<file path="config.mk">
export PLATFORM = sky130hd
export DESIGN_NAME = sdm_decim_chain
export DESIGN_NICKNAME = d
export VERILOG_FILES = /design/src/rtl/sdm_decim_pkg.sv /design/src/rtl/cic_decim.sv /design/src/rtl/dec2_fir.sv /design/src/rtl/sdm_decim_chain.sv
export SDC_FILE = /design/constraint.sdc
export NUM_CORES = 1
export LEC_CHECK = 0
export BUFFER_PORTS_ARGS = -buffer_cell sky130_fd_sc_hd__buf_2
export CORE_MARGIN = 3
export CORE_UTILIZATION = 50
export CTS_BUF_LIST = sky130_fd_sc_hd__clkbuf_4 sky130_fd_sc_hd__clkbuf_8 sky130_fd_sc_hd__clkbuf_16
export CTS_CLUSTER_DIAMETER = 30
export DETAILED_ROUTE_END_ITERATION = 10
export PLACE_DENSITY = 0.65
export SETUP_SLACK_MARGIN = 0.05
export SLEW_MARGIN = 20
export SYNTH_ARGS = -nofsm -noshare
export SYNTH_HDL_FRONTEND = slang
export SYNTH_SLANG_ARGS = --single-unit
</file>
<file path="constraint.sdc">
create_clock -name clk -period 23.4 [get_ports clk]
set_clock_uncertainty 0.15 [all_clocks]
set_input_delay 0 -clock clk [delete_from_list [all_inputs] [get_ports clk]]
set_output_delay 0 -clock clk [all_outputs]
set_load 0.02 [all_outputs]
</file>
<file path="src/rtl/sdm_decim_pkg.sv">
package sdm_decim_pkg;
  localparam int CIC_RATE  = 32;
  localparam int CIC_ORDER = 3;
  localparam int CIC_IN_W  = 2;
  localparam int CIC_W     = CIC_IN_W + CIC_ORDER * $clog2(CIC_RATE);
  localparam int PCM_W     = 16;
  localparam int COEF_W    = 12;
  localparam int COEF_FRAC = 10;
  localparam int TAPS      = 7;
  localparam int ACC_W     = 40;
  localparam int FIR_SHIFT = COEF_FRAC + 1;
  localparam int HB_SHIFT  = COEF_FRAC;

  typedef enum logic {KIND_SHAPE, KIND_HALF} fir_kind_e;

  function automatic int ceil_div(input int a, input int b);
    return (a + b - 1) / b;
  endfunction

  // Outputs whose window reaches before reset, through all three stages
  function automatic int fill_outputs();
    int k0, m1;
    k0 = ceil_div((CIC_ORDER - 1) * (CIC_RATE - 1), CIC_RATE);
    m1 = ceil_div(k0 + TAPS - 2, 2);
    return ceil_div(m1 + TAPS - 2, 2);
  endfunction

  localparam int FILL       = fill_outputs();
  localparam int FIRST_EDGE = CIC_RATE * 4 * (FILL + 1) + 2;

  // Symmetric Q2.10 coefficient sets
  function automatic logic signed [COEF_W-1:0] tap_coef(input fir_kind_e kind, input int idx);
    int j;
    j = (idx <= TAPS / 2) ? idx : TAPS - 1 - idx;
    if (kind == KIND_SHAPE) begin
      case (j)
        0:       return 12'sd1987;
        1:       return -12'sd195;
        2:       return -12'sd256;
        default: return 12'sd0;
      endcase
    end else begin
      case (j)
        0:       return -12'sd64;
        2:       return 12'sd320;
        3:       return 12'sd512;
        default: return 12'sd0;
      endcase
    end
  endfunction

  // Round half up, then clamp to the signed PCM range
  function automatic logic signed [PCM_W-1:0] round_sat(input logic signed [ACC_W-1:0] acc,
                                                        input int shift);
    logic signed [ACC_W-1:0] half, t, lim_hi, lim_lo;
    half = '0;
    half[shift-1] = 1'b1;
    t = (acc + half) >>> shift;
    lim_hi = ACC_W'(2 ** (PCM_W - 1) - 1);
    lim_lo = ACC_W'(-(2 ** (PCM_W - 1)));
    if (t > lim_hi) return {1'b0, {(PCM_W-1){1'b1}}};
    if (t < lim_lo) return {1'b1, {(PCM_W-1){1'b0}}};
    return t[PCM_W-1:0];
  endfunction
endpackage

</file>
<file path="src/rtl/cic_decim.sv">
module cic_decim
  import sdm_decim_pkg::*;
#(
  parameter int RATE  = CIC_RATE,
  parameter int ORDER = CIC_ORDER,
  parameter int W     = CIC_W
) (
  input  logic                clk,
  input  logic                rst,
  input  logic                bit_in,
  output logic                out_vld,
  output logic signed [W-1:0] out_data
);
  localparam int PH_W = $clog2(RATE);

  logic [PH_W-1:0]     phase;
  logic                dump;
  logic signed [W-1:0] x;
  logic signed [W-1:0] integ [ORDER];
  logic signed [W-1:0] inext [ORDER];
  logic signed [W-1:0] cin   [ORDER+1];
  logic signed [W-1:0] cdly  [ORDER];

  // bit to signed value
  assign x    = bit_in ? W'(1) : {W{1'b1}};
  assign dump = (phase == PH_W'(RATE - 1));

  generate
    for (genvar i = 0; i < ORDER; i++) begin : g_int
      if (i == 0) begin : g_first
        assign inext[i] = integ[i] + x;
      end else begin : g_rest
        assign inext[i] = integ[i] + inext[i-1];
      end
      always_ff @(posedge clk) begin
        if (rst) integ[i] <= '0;
        else     integ[i] <= inext[i];
      end
    end

    assign cin[0] = inext[ORDER-1];
    for (genvar i = 0; i < ORDER; i++) begin : g_comb
      assign cin[i+1] = cin[i] - cdly[i];
      always_ff @(posedge clk) begin
        if (rst)       cdly[i] <= '0;
        else if (dump) cdly[i] <= cin[i];
      end
    end
  endgenerate

  always_ff @(posedge clk) begin
    if (rst) begin
      phase    <= '0;
      out_vld  <= 1'b0;
      out_data <= '0;
    end else begin
      phase   <= phase + 1'b1;
      out_vld <= dump;
      if (dump) out_data <= cin[ORDER];
    end
  end

  // strobe is a single-cycle pulse
  a_r2_single_pulse: assert property (@(posedge clk) disable iff (rst)
    out_vld |=> !out_vld);
  // wraparound arithmetic must land within the gain bound
  a_r2_no_overflow: assert property (@(posedge clk) disable iff (rst)
    out_vld |-> (out_data <= W'(RATE ** ORDER) && out_data >= -W'(RATE ** ORDER)));
endmodule

</file>
<file path="src/rtl/dec2_fir.sv">
module dec2_fir
  import sdm_decim_pkg::*;
#(
  parameter fir_kind_e KIND  = KIND_SHAPE,
  parameter int        IN_W  = CIC_W,
  parameter int        SHIFT = FIR_SHIFT
) (
  input  logic                    clk,
  input  logic                    rst,
  input  logic                    in_vld,
  input  logic signed [IN_W-1:0]  in_data,
  output logic                    out_vld,
  output logic signed [PCM_W-1:0] out_data
);
  localparam int HALF = TAPS / 2;

  logic                    phase;
  logic                    fire;
  logic signed [IN_W-1:0]  win  [TAPS];
  logic signed [IN_W-1:0]  dly  [TAPS-1];
  logic signed [ACC_W-1:0] prod [HALF+1];
  logic signed [ACC_W-1:0] acc;

  assign fire   = in_vld & phase;
  assign win[0] = in_data;

  generate
    for (genvar i = 1; i < TAPS; i++) begin : g_win
      assign win[i] = dly[i-1];
    end
    for (genvar i = 0; i < TAPS - 1; i++) begin : g_dly
      always_ff @(posedge clk) begin
        if (rst)         dly[i] <= '0;
        else if (in_vld) dly[i] <= win[i];
      end
    end
    // Pre-add mirrored taps; zero taps build no multiplier
    for (genvar i = 0; i < HALF; i++) begin : g_pair
      localparam logic signed [COEF_W-1:0] CF = tap_coef(KIND, i);
      if (CF != 0) begin : g_mul
        logic signed [IN_W:0] pre;
        assign pre     = IN_W'(win[i]) + IN_W'(win[TAPS-1-i]) + (IN_W+1)'(0);
        assign prod[i] = ACC_W'(pre) * ACC_W'(CF);
      end else begin : g_zero
        assign prod[i] = '0;
      end
    end
    if (tap_coef(KIND, HALF) != 0) begin : g_ctr
      assign prod[HALF] = ACC_W'(win[HALF]) * ACC_W'(tap_coef(KIND, HALF));
    end else begin : g_ctr0
      assign prod[HALF] = '0;
    end
  endgenerate

  always_comb begin
    acc = '0;
    for (int i = 0; i <= HALF; i++) acc = acc + prod[i];
  end

  always_ff @(posedge clk) begin
    if (rst) begin
      phase    <= 1'b0;
      out_vld  <= 1'b0;
      out_data <= '0;
    end else begin
      if (in_vld) phase <= ~phase;
      out_vld <= fire;
      if (fire) out_data <= round_sat(acc, SHIFT);
    end
  end

  // R3 (shaping stage) and R4 (half-band stage): output only after an odd input
  a_r3_valid_follows_fire: assert property (@(posedge clk) disable iff (rst)
    out_vld |-> $past(in_vld) && $past(phase));
  // an even input never produces a result
  a_r4_even_input_silent: assert property (@(posedge clk) disable iff (rst)
    (in_vld && !phase) |=> !out_vld);
  // single-cycle strobe
  a_r6_fir_pulse: assert property (@(posedge clk) disable iff (rst)
    out_vld |=> !out_vld);
endmodule

</file>
<file path="src/rtl/sdm_decim_chain.sv">
module sdm_decim_chain
  import sdm_decim_pkg::*;
(
  input  logic                    clk,
  input  logic                    rst,
  input  logic                    mod_bit,
  output logic signed [PCM_W-1:0] pcm_data,
  output logic                    pcm_vld
);
  localparam int FILL_W = $clog2(FILL + 1);
  localparam int AGE_W  = $clog2(FIRST_EDGE + 2) + 1;

  logic                    cic_vld, fir_vld, hb_vld;
  logic signed [CIC_W-1:0] cic_data;
  logic signed [PCM_W-1:0] fir_data, hb_data;
  logic [FILL_W-1:0]       seen;
  logic                    primed;

  cic_decim #(.RATE(CIC_RATE), .ORDER(CIC_ORDER), .W(CIC_W)) u_cic (
    .clk(clk), .rst(rst), .bit_in(mod_bit),
    .out_vld(cic_vld), .out_data(cic_data));

  dec2_fir #(.KIND(KIND_SHAPE), .IN_W(CIC_W), .SHIFT(FIR_SHIFT)) u_shape (
    .clk(clk), .rst(rst), .in_vld(cic_vld), .in_data(cic_data),
    .out_vld(fir_vld), .out_data(fir_data));

  dec2_fir #(.KIND(KIND_HALF), .IN_W(PCM_W), .SHIFT(HB_SHIFT)) u_half (
    .clk(clk), .rst(rst), .in_vld(fir_vld), .in_data(fir_data),
    .out_vld(hb_vld), .out_data(hb_data));

  // hold the strobe back until every tap line holds post-reset data
  assign primed = (seen == FILL_W'(FILL));
  always_ff @(posedge clk) begin
    if (rst)                   seen <= '0;
    else if (hb_vld && !primed) seen <= seen + 1'b1;
  end

  assign pcm_data = hb_data;
  assign pcm_vld  = hb_vld & primed;

  // Observation counters for the assertions below
  logic [7:0]       gap;
  logic             have_prev;
  logic [AGE_W-1:0] age;
  always_ff @(posedge clk) begin
    if (rst) begin
      gap       <= '0;
      have_prev <= 1'b0;
      age       <= '0;
    end else begin
      if (pcm_vld)             gap <= '0;
      else if (gap != 8'hff)   gap <= gap + 1'b1;
      if (pcm_vld) have_prev <= 1'b1;
      if (age != {AGE_W{1'b1}}) age <= age + 1'b1;
    end
  end

  // flagged words are exactly 128 clocks apart
  a_r6_spacing: assert property (@(posedge clk) disable iff (rst)
    (pcm_vld && have_prev) |-> gap == 8'(4 * CIC_RATE - 1));
  // nothing flagged before the first full window
  a_r7_not_early: assert property (@(posedge clk) disable iff (rst)
    pcm_vld |-> age >= AGE_W'(FIRST_EDGE));
  // reset leaves the outputs quiet
  a_r8_reset_quiet: assert property (@(posedge clk)
    $past(rst) |-> (!pcm_vld && pcm_data == '0));
endmodule

</file>
==> results.yml <==
outcome:
  run_status: "complete, no violations"
logic_synthesis:
  synth_cells: 3624
  seq_area_frac_synth_pct: 27.78
  synthMuxAreaShare_pct: 0.3747
  avgSynthCellArea_sq_um: 9.675
  synth-compound-area-share_pct: 12.67
  syn_nets: 4400
  synth_flop_cell: "edfxtp_1"
  synth_largest_area_cell: "edfxtp_1"
  synthAdderAreaFrac_pct: 31.72
  synth.cell_area_sq_um: 35060
  ys_types: 81
  synth_edf_count: 249
  synth.area.top_cells: "edfxtp_1 21%, ha_1 21%, fa_1 11%"
  yosysMostFrequentCell: "ha_1"
  synth-xor-area-share_pct: 7.547
  yosysWarningCount: 0
  synthSimpleGateAreaFrac_pct: 13.59
  yosysTopAreaCellShare_pct: 21.33
  async_reset_ff_share_pct: 0
  synth-seq-cells: 362
  synth_top_family_by_area: "adder cells"
  synthTopCellsByCount: "581 x ha_1, 532 x inv_1, 249 x edfxtp_1"
timing:
  finalSetupViolCount: 0
  relSlewSlack_pct: 33.56
  tightest_slew_ns: 0.9967
  rsz0062_at_grt: "false"
  hold_viol_final: 0
  setup_tns_ns: 0
  min_period_ns: 11.86
  timing.final.crit_share_pct: 50.69
  fmax_mhz: 84.31
  maxSlewViolCount: 0
clock_tree:
  numCtsBuffers: 89
  htreeDepth: 3
  tritoncts: "done"
  clock-sinks: 362
  root_buffer: "clkbuf_16"
  cts_hold_buf: 2
  clkLatencyLatePin_ns: 0.66
  clkTransAtPathRegs_ns: 0.05
  max-clock-path-buffers: 3
  postCtsSetupBuffers: 0
  postCtsResizedCells: 0
route:
  route.detailed.drc: 0
  wl_um: 73710
  vias: 24790
  firstDrtPassIters: 5
  drt_iter0_drc: 1342
  ant_nets: 0
  avgRoutedWirePerCell_um: 15.68
  via_per_inst: 5.272
cells_and_area:
  syn_to_final_growth_pct: 12.54
  nNetsFinal: 4471
  insertedDiodeCount: 0
  layout-drive-gt1-share_pct: 6.417
  stdcell_count: 4702
place:
  numPortBuffers: 19
  dp_cells: 4533
  dpl.hpwl_um: 57610
  place.gp.congestion: 0.8917
run:
  cap_viol_max_count: 0
global_routing:
  grt_pass1_vias: 24770
  grt_start_max_net_pins: 104
  grt_pass1_wl_um: 123500
  grtUsageTotal_pct: 20.40
  antenna_found_initial: 1
  grt-ovfl-total: 0
floorplanning:
  core_sq_um: 69070
  initial_core_util_pct: 50.77
  io_pins: 20
  die_area_sq_um: 73340
  chipWidth_um: 270.8
  die_y_um: 270.8
  row_count: 96
setup_path:
  cp.arrival_ns: 12.16
  cp_max_fo: 16
  endpoint_kind: "register"
  criticalPathCategory: "register to register"
  critPathLaunchType: "register"
  cp.required_ns: 23.70
  cpMaxStageDelayCell: "fa_1"
  max_stage_delay_ns: 0.56
  reg2reg_depth: 46
hold_path:
  hold_depth: 3
  hold_path.class: "input pin to register"
==> placed cells by master, fill, tap and decap left out, types with 44 or more instances in the layout <==
cell,Yosys,final
a21oi_1,227,227
fa_1,192,192
nor2b_1,84,82
xnor2_1,186,186
o21a_1,44,44
inv_1,532,531
a21o_1,91,91
nand3_1,44,44
nor3_1,58,58
ha_1,581,581
clkbuf_16,0,94
nand2b_1,56,56
edfxtp_1,249,249
xor2_1,108,107
dfxtp_1,113,113
nand2_1,127,127
and2_1,234,234
o21ai_0,130,130
nor2_1,178,178
==> cells by family after synthesis <==
kind of cell / count (synthesis)
flops: 362
mux: 13
compound gates: 696
fa+ha+maj: 774
simple gates: 894
xor+xnor: 298
buf+inv: 587
==> stage by stage <==
| step | cell area, sq um | setup WS [ns] | utilization [%] | hold WS [ns] |
|---|---|---|---|---|
| global route | 39460 | 10.78 | 57.13 | 0.1190 |
| finish | 39460 | 11.54 | 57.13 | 0.1141 |
| CTS | 39460 | 11.63 | 57.13 | 0.08092 |
| global placement | 36240 | 11.99 | 52.48 | 0.2255 |
| floorplan | 35060 | 12.83 | - | 0.1567 |
| detailed placement | 36240 | 11.72 | 52.48 | 0.2324 |
==> path summary, 6_finish.rpt <==
kind                                   startpoint                   to  slack (ns)
worst min register to register  u_cic.integ[0][0]    u_cic.integ[0][0]        0.30
worst max-delay path            u_shape.dly[4][2]  u_shape.out_data[3]       11.54
worst min-delay path                          rst   u_cic.out_data[10]        0.11
worst max register to register  u_shape.dly[4][2]  u_shape.out_data[3]       11.54
==> per-layer routing <==
| layer | track usage (%) | vias to the layer above | share of wire [%] |
|---|---|---|---|
| met4 | 7.141 | 0 | 3.1 |
| met3 | 4.319 | 139 | 4.8 |
| met5 | 0 | - | 0 |
| met2 | 31.85 | 386 | 44 |
| met1 | 28.09 | 11710 | 48 |
| li1 | - | 12550 | - |
==> flip-flops by register name (all words and copies together), names as in the netlist, 3 cells and up <==
signal and flops:
u_half.out_data 16, u_cic.out_data 17, seen 3, u_cic.phase 5, u_cic.integ 51, u_half.dly 96, u_cic.cdly 51, u_shape.out_data 16
u_shape.dly 102
==> area by class of cell <==
cell class,instances,area (sq um)
clock inverters,58,710.7
fillers,6079,29610
flip-flops and latches,362,9739
repair buffers,35,222.7
multi-input cells,2675,23140
inverters,532,1998
clock buffers,109,2484
well taps,931,1165
==> critical path: cells and delay by family, from the launching register on <==
| family | cells | cell delay [ns] |
|---|---|---|
| buf+inv | 3 | 0.54 |
| xor+xnor | 5 | 1.14 |
| simple gates | 2 | 0.31 |
| flops | 1 | 0.39 |
| compound gates | 26 | 5.34 |
| fa+ha+maj | 10 | 3.80 |
Power is left out: the tool's default activity adds up to more than one toggle a clock period on the data nets, which glitch-free logic cannot reach.
